**config.mk**
```make
export PLATFORM = sky130hd
export DESIGN_NAME = cfg_port_decoder
export DESIGN_NICKNAME = d
export VERILOG_FILES = /design/src/rtl/cfg_dec_pkg.sv /design/src/rtl/cfg_dec_ctrl.sv /design/src/rtl/cfg_dec_datapath.sv /design/src/rtl/cfg_port_decoder.sv
export SDC_FILE = /design/constraint.sdc
export NUM_CORES = 1
export LEC_CHECK = 0
export BUFFER_PORTS_ARGS = -buffer_cell sky130_fd_sc_hd__buf_2
export CORE_MARGIN = 5
export CORE_UTILIZATION = 53
export CTS_CLUSTER_DIAMETER = 50
export CTS_CLUSTER_SIZE = 8
export DETAILED_ROUTE_END_ITERATION = 12
export GPL_TIMING_DRIVEN = 0
export PLACE_DENSITY = 0.81
export SETUP_SLACK_MARGIN = 0.5
export SLEW_MARGIN = 20
export SYNTH_ARGS = -nofsm -noshare
export SYNTH_HDL_FRONTEND = slang
export SYNTH_SLANG_ARGS = --single-unit
```
**constraint.sdc**
```tcl
create_clock -name clk -period 2.9 [get_ports clk]
set_input_delay 0.435 -clock clk [delete_from_list [all_inputs] [get_ports clk]]
set_output_delay 0.435 -clock clk [all_outputs]
set_load 0.02 [all_outputs]
```
**src/rtl/cfg_dec_pkg.sv**
```systemverilog
package cfg_dec_pkg;

  typedef enum logic [1:0] {
    SRC_ADDR,
    SRC_ONES,
    SRC_IDENT,
    SRC_DOWN
  } rdSrc_e;

  typedef enum logic [1:0] {
    ST_IDLE,
    ST_WAIT,
    ST_DONE
  } ctlState_e;

  // strobes from control to datapath
  typedef struct packed {
    logic   addrWr;   // load address register from ioWdata
    logic   capture;  // latch offset, size and write data of a data access
    logic   rdLoad;   // load read result
    rdSrc_e rdSrc;    // which source feeds the read result
  } ctlStrobes_t;

  function automatic logic [2:0] lenBytes(input logic [1:0] len);
    case (len)
      2'd0:    return 3'd1;
      2'd1:    return 3'd2;
      2'd2:    return 3'd4;
      default: return 3'd0;
    endcase
  endfunction

  function automatic logic [3:0] laneBe(input logic [1:0] off, input logic [1:0] len);
    logic [3:0] m;
    case (len)
      2'd0:    m = 4'b0001;
      2'd1:    m = 4'b0011;
      2'd2:    m = 4'b1111;
      default: m = 4'b0000;
    endcase
    return m << off;
  endfunction

  function automatic logic crossesWindow(input logic [1:0] off, input logic [1:0] len);
    logic [3:0] endPos;
    endPos = {2'b00, off} + {1'b0, lenBytes(len)};
    return (len == 2'd3) || (endPos > 4'd4);
  endfunction

  function automatic logic [31:0] laneFmt(input logic [31:0] w, input logic [1:0] off,
                                          input logic [1:0] len);
    logic [31:0] s;
    s = w >> {off, 3'b000};
    case (len)
      2'd0:    return {24'h0, s[7:0]};
      2'd1:    return {16'h0, s[15:0]};
      default: return s;
    endcase
  endfunction

endpackage

```
**src/rtl/cfg_dec_ctrl.sv**
```systemverilog
module cfg_dec_ctrl
  import cfg_dec_pkg::*;
#(
  parameter int          IO_AW     = 16,
  parameter logic [15:0] ADDR_PORT = 16'h0CF8,
  parameter logic [15:0] DATA_PORT = 16'h0CFC,
  parameter int          TIMEOUT   = 16
) (
  input  logic             clk,
  input  logic             rstN,
  input  logic             ioValid,
  input  logic             ioWrite,
  input  logic [IO_AW-1:0] ioAddr,
  input  logic [1:0]       ioLen,
  input  logic             cfgEnable,
  input  logic             hostHit,
  input  logic             cfgAck,
  output ctlStrobes_t      strb,
  output logic             ioReady,
  output logic             cfgReq,
  output logic             cfgWrite
);

  localparam int CW = $clog2(TIMEOUT + 1);
  localparam logic [CW-1:0] CNT_LAST = CW'(TIMEOUT - 1);
  localparam logic [IO_AW-1:0] ADDR_BASE = IO_AW'(ADDR_PORT);
  localparam logic [IO_AW-1:0] DATA_BASE = IO_AW'(DATA_PORT);

  ctlState_e state, nextState;
  logic [CW-1:0] waitCnt;
  logic cntClr, cntInc;
  logic wrQ;

  logic inAddrWin, inDataWin, addrOk, rejectAcc;

  assign inAddrWin = (ioAddr[IO_AW-1:2] == ADDR_BASE[IO_AW-1:2]);
  assign inDataWin = (ioAddr[IO_AW-1:2] == DATA_BASE[IO_AW-1:2]);
  assign addrOk    = (ioAddr[1:0] == 2'b00) && (ioLen == 2'd2);
  assign rejectAcc = !cfgEnable || crossesWindow(ioAddr[1:0], ioLen);

  always_comb begin
    nextState = state;
    strb      = '0;
    cntClr    = 1'b0;
    cntInc    = 1'b0;
    case (state)
      ST_IDLE: begin
        if (ioValid && inAddrWin) begin
          nextState = ST_DONE;
          if (addrOk) begin
            strb.addrWr = ioWrite;
            strb.rdLoad = !ioWrite;
            strb.rdSrc  = SRC_ADDR;
          end else begin
            strb.rdLoad = !ioWrite;
            strb.rdSrc  = SRC_ONES;
          end
        end else if (ioValid && inDataWin) begin
          strb.capture = 1'b1;
          if (rejectAcc) begin
            nextState   = ST_DONE;
            strb.rdLoad = !ioWrite;
            strb.rdSrc  = SRC_ONES;
          end else if (hostHit) begin
            nextState   = ST_DONE;
            strb.rdLoad = !ioWrite;
            strb.rdSrc  = SRC_IDENT;
          end else begin
            nextState = ST_WAIT;
            cntClr    = 1'b1;
          end
        end
      end
      ST_WAIT: begin
        if (cfgAck) begin
          nextState   = ST_DONE;
          strb.rdLoad = !wrQ;
          strb.rdSrc  = SRC_DOWN;
        end else if (waitCnt == CNT_LAST) begin
          nextState   = ST_DONE;
          strb.rdLoad = !wrQ;
          strb.rdSrc  = SRC_ONES;
        end else begin
          cntInc = 1'b1;
        end
      end
      ST_DONE: nextState = ST_IDLE;
      default: nextState = ST_IDLE;
    endcase
  end

  always_ff @(posedge clk or negedge rstN) begin
    if (!rstN) begin
      state   <= ST_IDLE;
      waitCnt <= '0;
      wrQ     <= 1'b0;
    end else begin
      state <= nextState;
      if (cntClr)      waitCnt <= '0;
      else if (cntInc) waitCnt <= waitCnt + 1'b1;
      if (strb.capture) wrQ <= ioWrite;
    end
  end

  assign ioReady  = (state == ST_DONE);
  assign cfgReq   = (state == ST_WAIT);
  assign cfgWrite = wrQ;

endmodule

```
**src/rtl/cfg_dec_datapath.sv**
```systemverilog
module cfg_dec_datapath
  import cfg_dec_pkg::*;
#(
  parameter logic [7:0]  HOST_BUS    = 8'h00,
  parameter logic [7:0]  HOST_DEVFN  = 8'h00,
  parameter logic [15:0] VENDOR_ID   = 16'h8086,
  parameter logic [15:0] DEVICE_ID   = 16'h1237,
  parameter logic [7:0]  REVISION    = 8'h02,
  parameter logic [23:0] CLASS_CODE  = 24'h060000,
  parameter logic [7:0]  HEADER_TYPE = 8'h00
) (
  input  logic        clk,
  input  logic        rstN,
  input  ctlStrobes_t strb,
  input  logic [1:0]  ioOff,
  input  logic [1:0]  ioLen,
  input  logic [31:0] ioWdata,
  input  logic [31:0] cfgRdata,
  output logic        cfgEnable,
  output logic        hostHit,
  output logic [31:0] ioRdata,
  output logic [7:0]  cfgBus,
  output logic [7:0]  cfgDevFn,
  output logic [7:0]  cfgReg,
  output logic [3:0]  cfgBe,
  output logic [31:0] cfgWdata
);

  localparam logic [31:0] ALL_ONES = '1;

  logic [31:0] addrReg;
  logic [1:0]  offQ, lenQ;
  logic [31:0] wdataQ;
  logic [31:0] identWord;

  // fixed header of the host bridge, indexed by dword
  always_comb begin
    case (addrReg[7:2])
      6'd0:    identWord = {DEVICE_ID, VENDOR_ID};
      6'd2:    identWord = {CLASS_CODE, REVISION};
      6'd3:    identWord = {8'h00, HEADER_TYPE, 16'h0000};
      default: identWord = 32'h0;
    endcase
  end

  always_ff @(posedge clk or negedge rstN) begin
    if (!rstN) begin
      addrReg <= '0;
      offQ    <= '0;
      lenQ    <= '0;
      wdataQ  <= '0;
      ioRdata <= '0;
    end else begin
      if (strb.addrWr) addrReg <= ioWdata;
      if (strb.capture) begin
        offQ   <= ioOff;
        lenQ   <= ioLen;
        wdataQ <= ioWdata;
      end
      if (strb.rdLoad) begin
        case (strb.rdSrc)
          SRC_ADDR:  ioRdata <= addrReg;
          SRC_ONES:  ioRdata <= ALL_ONES;
          SRC_IDENT: ioRdata <= laneFmt(identWord, ioOff, ioLen);
          SRC_DOWN:  ioRdata <= laneFmt(cfgRdata, offQ, lenQ);
          default:   ioRdata <= ALL_ONES;
        endcase
      end
    end
  end

  assign cfgEnable = addrReg[31];
  assign cfgBus    = addrReg[23:16];
  assign cfgDevFn  = addrReg[15:8];
  assign cfgReg    = {addrReg[7:2], 2'b00};
  assign hostHit   = (addrReg[23:16] == HOST_BUS) && (addrReg[15:8] == HOST_DEVFN);
  assign cfgBe     = laneBe(offQ, lenQ);
  assign cfgWdata  = wdataQ << {offQ, 3'b000};

endmodule

```
**src/rtl/cfg_port_decoder.sv**
```systemverilog
module cfg_port_decoder
  import cfg_dec_pkg::*;
#(
  parameter int          IO_AW      = 16,
  parameter logic [15:0] ADDR_PORT  = 16'h0CF8,
  parameter logic [15:0] DATA_PORT  = 16'h0CFC,
  parameter int          TIMEOUT    = 16,
  parameter logic [7:0]  HOST_BUS   = 8'h00,
  parameter logic [7:0]  HOST_DEVFN = 8'h00
) (
  input  logic             clk,
  input  logic             rstN,
  input  logic             ioValid,
  input  logic             ioWrite,
  input  logic [IO_AW-1:0] ioAddr,
  input  logic [1:0]       ioLen,
  input  logic [31:0]      ioWdata,
  output logic             ioReady,
  output logic [31:0]      ioRdata,
  output logic             cfgReq,
  output logic             cfgWrite,
  output logic [7:0]       cfgBus,
  output logic [7:0]       cfgDevFn,
  output logic [7:0]       cfgReg,
  output logic [3:0]       cfgBe,
  output logic [31:0]      cfgWdata,
  input  logic             cfgAck,
  input  logic [31:0]      cfgRdata
);

  ctlStrobes_t strb;
  logic cfgEnable, hostHit;

  cfg_dec_ctrl #(
    .IO_AW(IO_AW), .ADDR_PORT(ADDR_PORT), .DATA_PORT(DATA_PORT), .TIMEOUT(TIMEOUT)
  ) u_ctrl (
    .clk(clk), .rstN(rstN), .ioValid(ioValid), .ioWrite(ioWrite), .ioAddr(ioAddr),
    .ioLen(ioLen), .cfgEnable(cfgEnable), .hostHit(hostHit), .cfgAck(cfgAck),
    .strb(strb), .ioReady(ioReady), .cfgReq(cfgReq), .cfgWrite(cfgWrite)
  );

  cfg_dec_datapath #(
    .HOST_BUS(HOST_BUS), .HOST_DEVFN(HOST_DEVFN)
  ) u_dp (
    .clk(clk), .rstN(rstN), .strb(strb), .ioOff(ioAddr[1:0]), .ioLen(ioLen),
    .ioWdata(ioWdata), .cfgRdata(cfgRdata), .cfgEnable(cfgEnable), .hostHit(hostHit),
    .ioRdata(ioRdata), .cfgBus(cfgBus), .cfgDevFn(cfgDevFn), .cfgReg(cfgReg),
    .cfgBe(cfgBe), .cfgWdata(cfgWdata)
  );

endmodule

```
==> summary.md, run 1 <==
| Metric | Value |
|---|---|
| Status | finished, final reports clean |
| Post-Synthesis Cells | 715 |
| Sw Pwr | 0.750 mW |
| Bufs on Longest Clock Path | 2 |
| Via count | 6564 |
| Vias in the first global route | 6297 |
| Setup TNS | 0 ps |
| DRC violations left | 0 |
| Avg Inst Size Synth | 8.99 um2 |
| Period utilisation layout | 91.4% |
| DR pass1 iterations | 7 |
| CP required | 3130 ps |
| Final WL | 23200 um |
| DP Wirelength | 17000 um |
| Rel. slew slack | 39.9% |
| Starting density of the core | 53.7% |
| Worst setup EP type | register |
| Flop pwr share | 48.2% |
| Leak pwr | 4.40 nW |
| Antenna violations before repair | 0 |
| Core area | 12000 um2 |
| Logic pwr share | 7.2% |
| RSZ-0062 raised after global routing | yes |
| Asr flop ratio synth | 100% |
| Port-buffer cells | 179 |
| Vias per cell | 6.08 |
| GR Util met1 | 41.8% |
| Internal power | 2.38 mW |
| Die Ht | 120 um |
| GRT Resource Usage Total | 30.7% |
| I/O Pins | 182 |
| Ant diodes | 0 |
| DRT iter0 DRCs | 791 |
| Yosys Warn Count | 0 |
| Clock power share | 44.6% |
| Power density cells | 370 nW/um2 |
| Final Slew Violations | 0 |
| Crit Path Max Fanout | 7 |
| Top Usage Layer GRT | met2 |
| Skew-Pair Late Insertion Delay | 360 ps |
| Final hold viol count | 0 |
| M2 GR Usage | 47.8% |
| CTS sink count | 108 |
| Synth cell types | 61 |
| Clock Tree Root | clkbuf_16 |
| Yosys reg bits | 108 |
| CTS tree | done |
| First-pass GRT wire length | 34400 um |
| Max Freq | 377 MHz |
| Crit path launch type | primary input |
| Arr. time, crit path | 2880 ps |
| Die area | 14400 um2 |
| Final nets | 1024 |
| Non-Filler Instances | 1080 |
| Die width | 120 um |
| Seq/Total Area, Yosys | 42.1% |
| Max-cap violations | 0 |
| Core Rows | 40 |
| GRT overflow | 0 |
| Post-Syn Area | 6420 um2 |
| DRT antenna net count | 0 |
| Wire length per cell | 21.5 um |
| Final Power | 3.13 mW |
| Setup-failing EPs final | 0 |
| Clk_skew | 10.9 ps |
| Most frequent cells in the layout | 174 x buf_2, 138 x nand2_1, 108 x dfrtp_1 |
| Peak supply drop | 0.244 mV |
| Slew @ Worst Pin | 894 ps |
| Ys flop type | dfrtp_1 |
| Share of post-route cells with drive strength above 1 | 38.8% |
| Largest net degree at the start of global routing | 83 |
| Commonest non-fill, non-tap cell in the layout | buf_2 |
| Dpl cells | 1043 |
| Area grow syn2layout | 31.6% |
| Hold Crit Class | in2reg |
| TritonCTS Buffers | 9 |
| M3 GR Usage | 7.35% |
| Number of H-tree levels | 3 |
| Post-synth EDFFs | 0 |
| Setup Crit Path Kind | in2reg |
| Reg clk slew, reported paths | 80 ps |
| GPL Wtd Cong | 0.956 |
| Switching fraction of total power | 24.0% |
| Min Clock Period, post-route | 2650 ps |
==> worst max-delay path, stage by stage <==
cell and delay [ps]:
buf_8 100, nor2_4 130, ha_4 150, fa_1 420
o21ai_2 210, o21bai_2 100, o311a_1 370, or2_4 250
buf_8 120, and3_4 140, buf_8 140, a221o_1 300
==> timing repair <==
action | in CTS | in global routing
pin swaps | 12 | 21
hold buffers | 1 | 0
hold endpoints to repair | 26 | 0
resized for setup | 64 | 57
gates cloned | 1 | 0
buffers inserted | 10 | 9
endpoints found under the setup margin | 70 | 57
==> worst paths after layout <==
kind	startpoint	end	slack, ps	cells after the start
setup / recovery	ioLen[0]	u_dp.ioRdata[2]	250	12
hold / removal	ioWdata[21]	u_dp.wdataQ[21]	300	3
setup reg to reg	u_ctrl.waitCnt[0]	u_dp.ioRdata[2]	340	10
hold reg to reg	u_dp.wdataQ[31]	u_dp.wdataQ[31]	470	2
max in group asynchronous	rstN	u_dp.ioRdata[2]	1680	3
min in group asynchronous	rstN	u_dp.ioRdata[3]	510	2
==> cell type report <==
| cell class | instances | area, um2 |
|---|---|---|
| clock buffer | 10 | 229 |
| fill | 949 | 3510 |
| tap | 147 | 184 |
| timing repair buffer | 201 | 1150 |
| multi-input combinational | 527 | 3490 |
| inverter | 11 | 41.3 |
| buffer | 70 | 549 |
| clock inverter | 6 | 105 |
| sequential | 108 | 2700 |
==> Yosys cell counts (10+ instances only) <==
library cell	n	area (um2)
a211oi_1	19	143
a21oi_1	35	175
a31oi_1	21	131
and2_1	10	62.6
buf_4	25	188
clkbuf_1	34	128
dfrtp_1	108	2700
inv_1	11	41.3
mux2_2	39	439
mux2i_1	29	290
nand2_1	138	518
nand3_1	10	50.1
nor2_1	65	244
nor2b_1	22	138
o21ai_0	41	205
==> flip-flops by register name (all words and copies together) (netlist names) <==
signal	cells
u_ctrl.cfgWrite	1
u_dp.offQ	2
u_dp.wdataQ	32
u_dp.lenQ	2
u_ctrl.state	2
u_dp.ioRdata	32
u_ctrl.waitCnt	5
u_dp.addrReg	32
==> through the flow <==
step                      hold slack, ps  cell area, um2  utilization, %  setup WS, ps
after floorplan                      139            6480               -          77.9
after global placement               447            7560            63.2          -650
after detailed placement             325            7600            63.6          -609
after CTS                            293            8220            68.8           232
after global routing                 301            8450            70.7           176
final                                296            8450            70.7           249
==> metal layers <==
layer / vias up / share of wire (%)
met2: 473 / 46
met5: - / 0
met1: 3093 / 39
li1: 2915 / -
met4: 0 / 3.6
met3: 83 / 11
==> logic make-up after synthesis <==
| group | count (synthesis) | share of synthesized area (%) |
|---|---|---|
| multiplexers | 68 | 11.4 |
| other | 1 | 0.0584 |
| AO/OA/AOI/OAI | 150 | 15.2 |
| adder cells (fa/ha/maj) | 9 | 1.87 |
| XOR/XNOR | 4 | 0.545 |
| flip-flops | 108 | 42.1 |
| AND/OR/NAND/NOR | 294 | 22.5 |
| buffers and inverters | 81 | 6.39 |
==> power groups by stage <==
stage / Sequential (mW) / Clock [mW] / Combinational, mW
global placement: 1.54 / 0 / 0.199
finish: 1.51 / 1.40 / 0.226
floorplan: 1.54 / 0 / 0.0666
detailed placement: 1.54 / 0 / 0.207
CTS: 1.51 / 1.39 / 0.215
global route: 1.51 / 1.44 / 0.243
(Power assumes the default switching activity.)
==> inputs of run 2 (changes only) <==
- CORE_ASPECT_RATIO: not set -> 0.9
- CTS_BUF_LIST: not set -> sky130_fd_sc_hd__clkbuf_16
==> summary.md, run 2 (same netlist as run 1, synthesis figures left out) <==
| Metric | Value |
|---|---|
| Starting density of the core | 53.6% |
| Final hold viol count | 0 |
| Max Freq | 357 MHz |
| Logic pwr share | 8.0% |
| GRT overflow | 0 |
| Skew-Pair Late Insertion Delay | 350 ps |
| Hold Crit Class | in2reg |
| Crit path launch type | primary input |
| Via count | 6781 |
| Die Ht | 114 um |
| GRT Resource Usage Total | 31.8% |
| Final WL | 24300 um |
| Die width | 126 um |
| Arr. time, crit path | 3090 ps |
| GPL Wtd Cong | 0.990 |
| Dpl ws | -626 ps |
| Setup-failing EPs final | 0 |
| Biggest registers after layout | u_dp.addrReg (32), u_dp.ioRdata (32), u_dp.wdataQ (32) |
| Fill count | 912 |
| Slew @ Worst Pin | 893 ps |
| CP required | 3180 ps |
| Clock Tree Root | clkbuf_16 |
| Crit Path Max Fanout | 7 |
| DRC violations left | 0 |
| Final Slew Violations | 0 |
| Period utilisation layout | 96.7% |
| Final nets | 1053 |
| Die area | 14400 um2 |
| Clock power share | 40.8% |
| Final Power | 2.94 mW |
| Flop pwr share | 51.3% |
| DR pass1 iterations | 5 |
| TritonCTS Buffers | 9 |
| Setup Crit Path Kind | in2reg |
| Clk_skew | 9.22 ps |
| Internal power | 2.20 mW |
| CTS tree | done |
| Number of H-tree levels | 3 |
| Port-buffer cells | 179 |
| Antenna violations before repair | 0 |
| DP Wirelength | 17100 um |
| Share of post-route cells with drive strength above 1 | 42.5% |
| Bufs on Longest Clock Path | 2 |
| Ant diodes | 0 |
| FF+latch area | 2700 um2 |
| Area grow syn2layout | 37.7% |
| Multi-input gate area | 3580 um2 |
| RSZ-0062 raised after global routing | yes |
| I/O Pins | 182 |
| Rel. slew slack | 40.0% |
| Placed Area | 7620 um2 |
| Leak pwr | 4.58 nW |
| Largest net degree at the start of global routing | 83 |
| Reg clk slew, reported paths | 80 ps |
| Vias per cell | 6.04 |
| Core Rows | 38 |
| Setup ws final | 95.0 ps |
| Min Clock Period, post-route | 2810 ps |
| Peak supply drop | 0.246 mV |
| Status | finished, final reports clean |
| Worst setup EP type | register |
| DRT iter0 DRCs | 738 |
| Commonest non-fill, non-tap cell in the layout | buf_2 |
| Core area | 12000 um2 |
| Power density cells | 332 nW/um2 |
| Sw Pwr | 0.737 mW |
| Switching fraction of total power | 25.1% |
| Max-cap violations | 0 |
| First-pass GRT wire length | 35500 um |
| Wire length per cell | 21.6 um |
| Vias in the first global route | 6269 |
| Setup TNS | 0 ps |
| DRT antenna net count | 0 |
| Most frequent cells in the layout | 175 x buf_2, 138 x nand2_1, 108 x dfrtp_1 |
| Final Instance Area | 8850 um2 |
| CTS sink count | 108 |
==> run 2: cell count changes in the layout (fill, tap and decap cells not counted), moves of 3 or more <==
| cell | delta |
|---|---|
| a21oi_2 | +6 |
| buf_4 | +18 |
| buf_8 | +5 |
| o21ai_0 | -10 |
| o21ai_2 | +7 |
| a21oi_1 | -6 |
| buf_6 | +5 |
| o21ai_1 | +3 |
==> run 2: what timing repair did <==
action | in CTS | in global routing
cloned | 3 | 1
endpoints found under the setup margin | 70 | 85
hold buffers | 1 | 0
endpoints found under the hold margin | 26 | 0
pin swaps | 21 | 23
setup buffers | 24 | 21
resized for setup | 91 | 79
==> run 2: worst paths after layout <==
kind	cells past startpoint	from	slack, ps	to
min in group asynchronous	2	rstN	520	u_dp.addrReg[29]
worst min-delay path	3	ioWdata[8]	300	u_dp.wdataQ[8]
worst max-delay path	12	ioLen[1]	90	u_dp.ioRdata[1]
worst min register to register	2	u_dp.wdataQ[19]	470	u_dp.wdataQ[19]
worst max register to register	11	u_ctrl.waitCnt[0]	270	u_dp.ioRdata[21]
max in group asynchronous	3	rstN	1680	u_dp.ioRdata[5]
==> run 2: metal layers <==
metal	up-vias	track usage (%)	wire, um
met5	-	0	0
met4	0	12.2	1030
met3	98	8.40	2880
met2	470	48.6	10800
met1	3247	43.6	9550
li1	2966	-	-
==> run 2: power groups by stage <==
stage | logic [mW] | clock network (mW) | registers [mW]
after floorplan | 0.0666 | 0 | 1.54
after global placement | 0.197 | 0 | 1.54
after detailed placement | 0.202 | 0 | 1.54
after CTS | 0.220 | 1.20 | 1.51
after global routing | 0.253 | 1.26 | 1.51
final | 0.234 | 1.20 | 1.51
==> run 2: layout make-up <==
type	instances	area share, %
clock buffer	9	2.55
buffer	70	6.87
timing repair buffer	230	16.2
clock inverter	7	0.665
sequential	108	30.5
inverter	11	0.467
tap	160	2.26
multi-input combinational	527	40.5
==> run 2: through the flow <==
| stage | utilization, % | hold WS, ps | std cells |
|---|---|---|---|
| global placement | 63.3 | 444 | 1055 |
| finish | 73.9 | 298 | 1122 |
| CTS | 70.4 | 298 | 1100 |
| detailed placement | 63.6 | 326 | 1056 |
| global route | 73.9 | 301 | 1122 |
| floorplan | - | 139 | 716 |
==> run 2: critical path, stage by stage <==
cell,delay (ps)
buf_12,110
nor2_4,150
ha_4,160
fa_1,420
o21bai_1,190
a21boi_2,110
buf_4,160
nor4_4,320
buf_4,220
o211ai_1,100
a211oi_1,520
a221o_1,200
